## src/rtl/rtc_pkg.sv

```systemverilog
package rtc_pkg;
  typedef struct packed {
    logic [7:0] year;
    logic [7:0] month;
    logic [7:0] date;
    logic [7:0] day;
    logic [7:0] hour;
    logic [7:0] minute;
    logic [7:0] second;
  } rtc_time_t;

  localparam rtc_time_t RESET_TIME = '{year: 8'h00, month: 8'h01, date: 8'h01,
                                        day: 8'h01, hour: 8'h00, minute: 8'h00,
                                        second: 8'h00};

  function automatic logic [7:0] bcd_inc(input logic [7:0] v);
    if (v[3:0] >= 4'd9) return {v[7:4] + 4'd1, 4'd0};
    return {v[7:4], v[3:0] + 4'd1};
  endfunction

  function automatic logic leap_year(input logic [7:0] y);
    if (y[4]) return (y[3:0] == 4'd2) || (y[3:0] == 4'd6);
    return (y[3:0] == 4'd0) || (y[3:0] == 4'd4) || (y[3:0] == 4'd8);
  endfunction

  function automatic logic [7:0] month_len(input logic [7:0] m, input logic [7:0] y);
    case (m)
      8'h02: return leap_year(y) ? 8'h29 : 8'h28;
      8'h04, 8'h06, 8'h09, 8'h11: return 8'h30;
      default: return 8'h31;
    endcase
  endfunction
endpackage

```

## src/rtl/rtc_counters.sv

```systemverilog
module rtc_counters
  import rtc_pkg::*;
(
  input  logic      clk,
  input  logic      rst_n,
  input  logic      tick,
  input  logic      load,
  input  rtc_time_t load_val,
  output rtc_time_t cur,
  output rtc_time_t nxt
);
  logic w_sec, w_min, w_hr, w_date, w_mon;

  always_comb begin
    nxt    = cur;
    w_sec  = cur.second >= 8'h59;
    w_min  = cur.minute >= 8'h59;
    w_hr   = cur.hour >= 8'h23;
    w_date = cur.date >= month_len(cur.month, cur.year);
    w_mon  = cur.month >= 8'h12;
    nxt.second = w_sec ? 8'h00 : bcd_inc(cur.second);
    if (w_sec) begin
      nxt.minute = w_min ? 8'h00 : bcd_inc(cur.minute);
      if (w_min) begin
        nxt.hour = w_hr ? 8'h00 : bcd_inc(cur.hour);
        if (w_hr) begin
          nxt.day  = (cur.day >= 8'h07) ? 8'h01 : cur.day + 8'h01;
          nxt.date = w_date ? 8'h01 : bcd_inc(cur.date);
          if (w_date) begin
            nxt.month = w_mon ? 8'h01 : bcd_inc(cur.month);
            if (w_mon) nxt.year = (cur.year >= 8'h99) ? 8'h00 : bcd_inc(cur.year);
          end
        end
      end
    end
  end

  always_ff @(posedge clk) begin
    if (!rst_n)    cur <= RESET_TIME;
    else if (load) cur <= load_val;
    else if (tick) cur <= nxt;
  end


  hold_chk: assert property (@(posedge clk) disable iff (!rst_n)
    !tick && !load |=> $stable(cur));

  sec_move_chk: assert property (@(posedge clk) disable iff (!rst_n)
    tick && !load |=> cur.second != $past(cur.second));

  load_chk: assert property (@(posedge clk) disable iff (!rst_n)
    load |=> cur == $past(load_val));

  day_range_chk: assert property (@(posedge clk) disable iff (!rst_n)
    tick && !load && cur.day >= 8'h01 && cur.day <= 8'h07
    |=> cur.day >= 8'h01 && cur.day <= 8'h07);
endmodule

```

## src/rtl/rtc_regfile.sv

```systemverilog
module rtc_regfile
  import rtc_pkg::*;
(
  input  logic       clk,
  input  logic       rst_n,
  input  logic       tick,
  input  rtc_time_t  nxt,
  input  logic       wr_stb,
  input  logic [2:0] wr_off,
  input  logic [7:0] wr_data,
  input  logic [2:0] rd_off,
  output logic [7:0] rd_byte,
  output rtc_time_t  copies,
  output logic [7:0] ctrl,
  output logic       load
);
  localparam int WFLAG = 7;
  localparam int RFLAG = 6;

  logic refresh;
  assign refresh = tick && !ctrl[WFLAG] && !ctrl[RFLAG];
  assign load    = wr_stb && (wr_off == 3'd0) && ctrl[WFLAG] && !wr_data[WFLAG];

  always_ff @(posedge clk) begin
    if (!rst_n) begin
      copies <= RESET_TIME;
      ctrl   <= 8'h00;
    end else begin
      if (refresh) copies <= nxt;
      if (wr_stb) begin
        case (wr_off)
          3'd0: ctrl          <= wr_data;
          3'd1: copies.second <= wr_data;
          3'd2: copies.minute <= wr_data;
          3'd3: copies.hour   <= wr_data;
          3'd4: copies.day    <= wr_data;
          3'd5: copies.date   <= wr_data;
          3'd6: copies.month  <= wr_data;
          default: copies.year <= wr_data;
        endcase
      end
    end
  end

  always_comb begin
    case (rd_off)
      3'd0: rd_byte = ctrl;
      3'd1: rd_byte = copies.second;
      3'd2: rd_byte = copies.minute;
      3'd3: rd_byte = copies.hour;
      3'd4: rd_byte = copies.day;
      3'd5: rd_byte = copies.date;
      3'd6: rd_byte = copies.month;
      default: rd_byte = copies.year;
    endcase
  end


  frozen_chk: assert property (@(posedge clk) disable iff (!rst_n)
    (ctrl[WFLAG] || ctrl[RFLAG]) && !wr_stb |=> $stable(copies));

  ctrl_wr_chk: assert property (@(posedge clk) disable iff (!rst_n)
    wr_stb && wr_off == 3'd0 |=> ctrl == $past(wr_data));
endmodule

```

## src/rtl/bcd_rtc_core.sv

```systemverilog
module bcd_rtc_core
  import rtc_pkg::*;
#(
  parameter int ADDR_W = 15
) (
  input  logic              clk,
  input  logic              rst_n,
  input  logic              tick_1hz,
  input  logic              wr_en,
  input  logic [ADDR_W-1:0] addr,
  input  logic [7:0]        wr_data,
  output logic [7:0]        rd_data
);
  localparam int HI_W = ADDR_W - 3;

  logic       in_win, wr_stb, load;
  logic [7:0] rd_byte, ctrl;
  rtc_time_t  cur, nxt, copies;

  assign in_win  = &addr[ADDR_W-1:3];
  assign wr_stb  = wr_en && in_win;
  assign rd_data = in_win ? rd_byte : 8'h00;

  rtc_counters u_cnt (
    .clk(clk), .rst_n(rst_n), .tick(tick_1hz), .load(load),
    .load_val(copies), .cur(cur), .nxt(nxt)
  );

  rtc_regfile u_regs (
    .clk(clk), .rst_n(rst_n), .tick(tick_1hz), .nxt(nxt),
    .wr_stb(wr_stb), .wr_off(addr[2:0]), .wr_data(wr_data),
    .rd_off(addr[2:0]), .rd_byte(rd_byte), .copies(copies),
    .ctrl(ctrl), .load(load)
  );


  refresh_chk: assert property (@(posedge clk) disable iff (!rst_n)
    tick_1hz && ctrl[7:6] == 2'b00 && !wr_stb |=> copies == cur);

  outside_chk: assert property (@(posedge clk) disable iff (!rst_n)
    wr_en && (addr[ADDR_W-1:3] != {HI_W{1'b1}}) |=> $stable(copies) && $stable(ctrl));
endmodule

```

## config.mk

```make
export PLATFORM = sky130hd
export DESIGN_NAME = bcd_rtc_core
export DESIGN_NICKNAME = d
export VERILOG_FILES = /design/src/rtl/rtc_pkg.sv /design/src/rtl/rtc_counters.sv /design/src/rtl/rtc_regfile.sv /design/src/rtl/bcd_rtc_core.sv
export SDC_FILE = /design/constraint.sdc
export NUM_CORES = 1
export LEC_CHECK = 0
export BUFFER_PORTS_ARGS = -buffer_cell sky130_fd_sc_hd__buf_2
export CORE_MARGIN = 2
export CORE_UTILIZATION = 45
export CTS_BUF_LIST = sky130_fd_sc_hd__clkbuf_2 sky130_fd_sc_hd__clkbuf_4 sky130_fd_sc_hd__clkbuf_8
export CTS_CLUSTER_SIZE = 8
export DETAILED_ROUTE_END_ITERATION = 12
export PLACE_DENSITY = 0.67
export SLEW_MARGIN = 20
export SYNTH_ARGS = -nofsm -noshare
export SYNTH_HDL_FRONTEND = slang
export SYNTH_HIERARCHICAL = 1
export SYNTH_SLANG_ARGS = --single-unit
```

## constraint.sdc

```tcl
create_clock -name clk -period 3.4 [get_ports clk]
set_input_delay 0 -clock clk [delete_from_list [all_inputs] [get_ports clk]]
set_output_delay 0 -clock clk [all_outputs]
set_load 0.02 [all_outputs]
```

==> results by group <==
Detailed routing
  – Final wirelength: 25.4 mm
  – Detail-routed net length per standard cell: 19.7 µm
  – Antenna Nets Post-Route: 0
  – Via total after detailed routing: 7974
  – First-pass detailed-route iteration total: 5
  – DRC violation count after routing: 0
  – Via count normalized by instance count: 6.19
  – Drt first-iter violations: 831

Global routing
  – GR Layer Usage met3: 5.00%
  – Sum of overflow across all layers after global routing: 0
  – Via count of the first global-routing pass: 7009
  – Number of antenna violations at the first check in global routing: 0
  – Maximum number of pins on one net before global-route repair: 57
  – First-pass GRT wire length: 39.0 mm
  – GR Util met1: 37.4%
  – Met2 track demand over resource: 42.8%
  – Total Routing Usage GR: 27.1%
  – Routing layer with the top usage in global route: met2

STA
  – Pins Over Slew Limit: 0
  – Worst Hold Margin: 0.103 ns
  – Fmax: 0.293 GHz
  – Final Worst Setup Slack: -0.00839 ns
  – Final number of hold-violating endpoints: 0
  – Skew final: 0.0101 ns
  – RSZ-0062 raised after global routing: true
  – Worst relative slew slack: 39.9%
  – Slew at the pin with the worst max-slew slack: 0.900 ns
  – Setup tns final: -0.00839 ns
  – Period utilization: 100%
  – Final setup violating endpoints: 1
  – Post-layout minimum cycle time: 3.41 ns

Logic synthesis
  – Leading register cell type out of synthesis: dfxtp_1
  – Share of synthesized cell area in full adder, half adder and majority cells: 5.98%
  – Flip-flop and latch count after synthesis: 120
  – Largest area contributor in the synthesized netlist: dfxtp_1
  – Number of nets in the synthesized netlist: 1071
  – Cells after Synth: 1006
  – YS warnings: 6
  – Post-synthesis share of cell area spent on xor and xnor gates: 0.661%
  – Top-area cell type share of the netlist area: 30.2%
  – Top area cells in the synthesized netlist: dfxtp_1 30%, mux2i_1 7.7%, o21ai_0 7.5%
  – Most frequent cell after synthesis: dfxtp_1
  – Number of unique standard cell types used by synthesis: 80
  – Post-synth EDFFs: 0
  – Asr flop ratio synth: 0%
  – Simple-gate share of the synthesized area: 19.8%
  – Mapped Area: 0.00795 mm²
  – Top cells by instance count after synthesis: 120 x dfxtp_1, 119 x o21ai_0, 111 x a21oi_1
  – Mux share of post-synthesis cell area: 8.39%
  – Complex-gate fraction of the synthesized area: 28.2%
  – Share of the yosys chip area belonging to registers: 30.2%
  – Average cell area after synthesis: 7.90 µm²
  – Dominant combinational cell family by area after synthesis: compound AO/OA/AOI/OAI gates

Power and ir drop
  – Cell area power density: 341 mW/mm²
  – Largest vdd supply drop: 311 µV
  – Power consumption: 0.00314 W
  – Leakage power: 3.60 nW

Place
  – GPL Wtd Cong: 0.896
  – Buffers added on ports: 34
  – Detail Placement HPWL: 17.2 mm
  – Post-DP Area: 0.00832 mm²
  – Pre-CTS setup slack: -0.0364 ns

Finish
  – Ant diodes: 0
  – Fraction of layout cells with a size suffix above 1: 18.1%
  – Filler Cells Inserted: 1672
  – Final instance area: 0.00922 mm²
  – Layout Nets: 1116
  – Area growth from synthesis to layout: 16.1%

Worst hold path
  – Sink of the worst hold path: u_cnt/cur[11]
  – Worst hold stages: 3
  – Min-Delay Path Class: in2reg
  – Hold_sp: tick_1hz

Run status
  – Failing checks: setup timing
  – Result of the run: finished, violations left

Floorplan
  – Initial Util: 45.9%
  – Die Footprint: 0.0187 mm²
  – Number of top-level pins: 35
  – Row Count: 48
  – Die X-Extent: 137 µm
  – Die Height: 137 µm
  – Placeable core area: 0.0173 mm²

Critical path
  – Top fanout value on the critical path: 4
  – Endpoint arrival time on the critical path: 3.72 ns
  – Worst reg2reg startpoint: u_cnt/cur[45]
  – Worst setup SP type: flop
  – Critical path's largest stage delay: 0.50 ns
  – Setup slack, reg-to-reg: -0.008 ns
  – Critical path data required time: 3.71 ns
  – Setup Crit Path Kind: reg2reg
  – Cell type of the slowest stage on the worst timing path: or4b_4
  – Destination of the worst register-to-register timing path: u_regs/copies[32]
  – Worst-case reg-to-reg path depth: 15
  – Crit end category: flop
  – Crit-path cells: inv_2 > ha_4 > nor2b_4 > nand4b_1 > nor3_2 > a31oi_2 > ha_1 > or4b_4 > a211oi_4 > and2_4 > o211ai_1 > a21boi_2 > mux2_4 > mux2i_1 > nand2_1

Clock tree
  – Clock transition at path regs: 0.07 ns
  – Number of sinks handled by clock tree synthesis: 120
  – Number of H-tree branching levels: 4
  – CTS tree: done
  – Maximum clock insertion buffer count: 2
  – Insertion delay to the later sink of the worst-skew pair: 0.44 ns
  – Number of buffers created by CTS: 17
  – Clock root cell: clkbuf_8

Run
  – Max cap viols: 0
## worst max path at each step
stage,start,to,slack (ns),cells past startpoint
global route,u_cnt/cur[45],u_regs/copies[32],-0.15,15
global placement,u_cnt/cur[44],u_regs/copies[32],0.05,15
CTS,u_cnt/cur[45],u_regs/copies[32],-0.007,15
floorplan,u_cnt/cur[45],u_regs/copies[53],0.18,16
detailed placement,u_cnt/cur[44],u_regs/copies[51],-0.04,15
finish,u_cnt/cur[45],u_regs/copies[32],-0.008,15
## cell usage in the layout (no fill, tap or decap), types with 7 or more instances in the layout
cell type	synthesis	layout
dfxtp_1	120	115
o21ai_0	119	110
a21oi_1	111	107
nand2_1	80	72
mux2i_1	61	61
nor2_1	61	58
buf_4	2	43
ha_1	38	36
nand3_1	37	35
inv_1	36	34
buf_2	16	34
clkbuf_8	0	22
nor3_1	21	18
nor4_1	14	14
a31oi_1	17	14
a221oi_1	14	14
and3_1	12	12
nand2b_1	12	12
o21ai_1	7	11
nand4_1	9	9
and2_1	10	9
dlygate4sd3_1	0	8
buf_6	1	8
a211oi_1	8	8
a32oi_1	8	8
a21boi_1	9	8
nand2_2	0	7
## kinds of logic after synthesis
logic type | Yosys count
flops | 120
buf+inv | 105
other cells | 1
compound gates | 365
xor+xnor | 6
simple gates | 305
fa+ha+maj | 38
mux | 66
## metal layers
layer,vias to the layer above,wire length [µm]
li1,3813,-
met1,3754,11000
met2,371,11800
met3,36,2150
met4,0,441
met5,-,0
## where the power goes
group | switching [W] | total (W) | leakage [nW] | internal [W]
Sequential | 0.00000524 | 0.00141 | 0.970 | 0.00141
Combinational | 0.000161 | 0.000236 | 2.39 | 0.0000753
Clock | 0.000581 | 0.00149 | 0.240 | 0.000909
## critical path, delay by kind of cell (launching register included)
family                     cells  cell delay (ns)
and+or+nand+nor                6             1.36
AOI/OAI and AO/OA              4             0.67
adders and majority gates      2             0.44
muxes                          2             0.40
DFF                            1             0.33
buffers and inverters          1             0.09
## final cells by class
cell class	count	area (µm²)	share of cell area, %
flip-flops and latches	120	2410	26.1
clock buffers	24	318	3.45
inverters	37	139	1.51
repair buffers	93	663	7.19
well taps	225	282	3.05
clock inverters	8	140	1.52
multi-input cells	782	5270	57.2
## sequential cells by signal, indices dropped and copies added, names as in the netlist
register       flops
u_regs/ctrl        8
u_cnt/cur         56
u_regs/copies     56
## timing repair
action	in CTS	in global routing
gates cloned	0	1
hold buffers	8	0
gates resized for setup	22	56
pin swaps	9	32
setup buffers	4	7
setup endpoints to repair	10	45
hold endpoints to repair	21	0
## metrics by stage
step | util (%) | std cells
floorplan | - | 1006
global placement | 48.1 | 1237
detailed placement | 48.1 | 1237
CTS | 51.7 | 1281
global route | 53.3 | 1289
finish | 53.3 | 1289
Note: power is estimated with default switching activity, not from simulation.
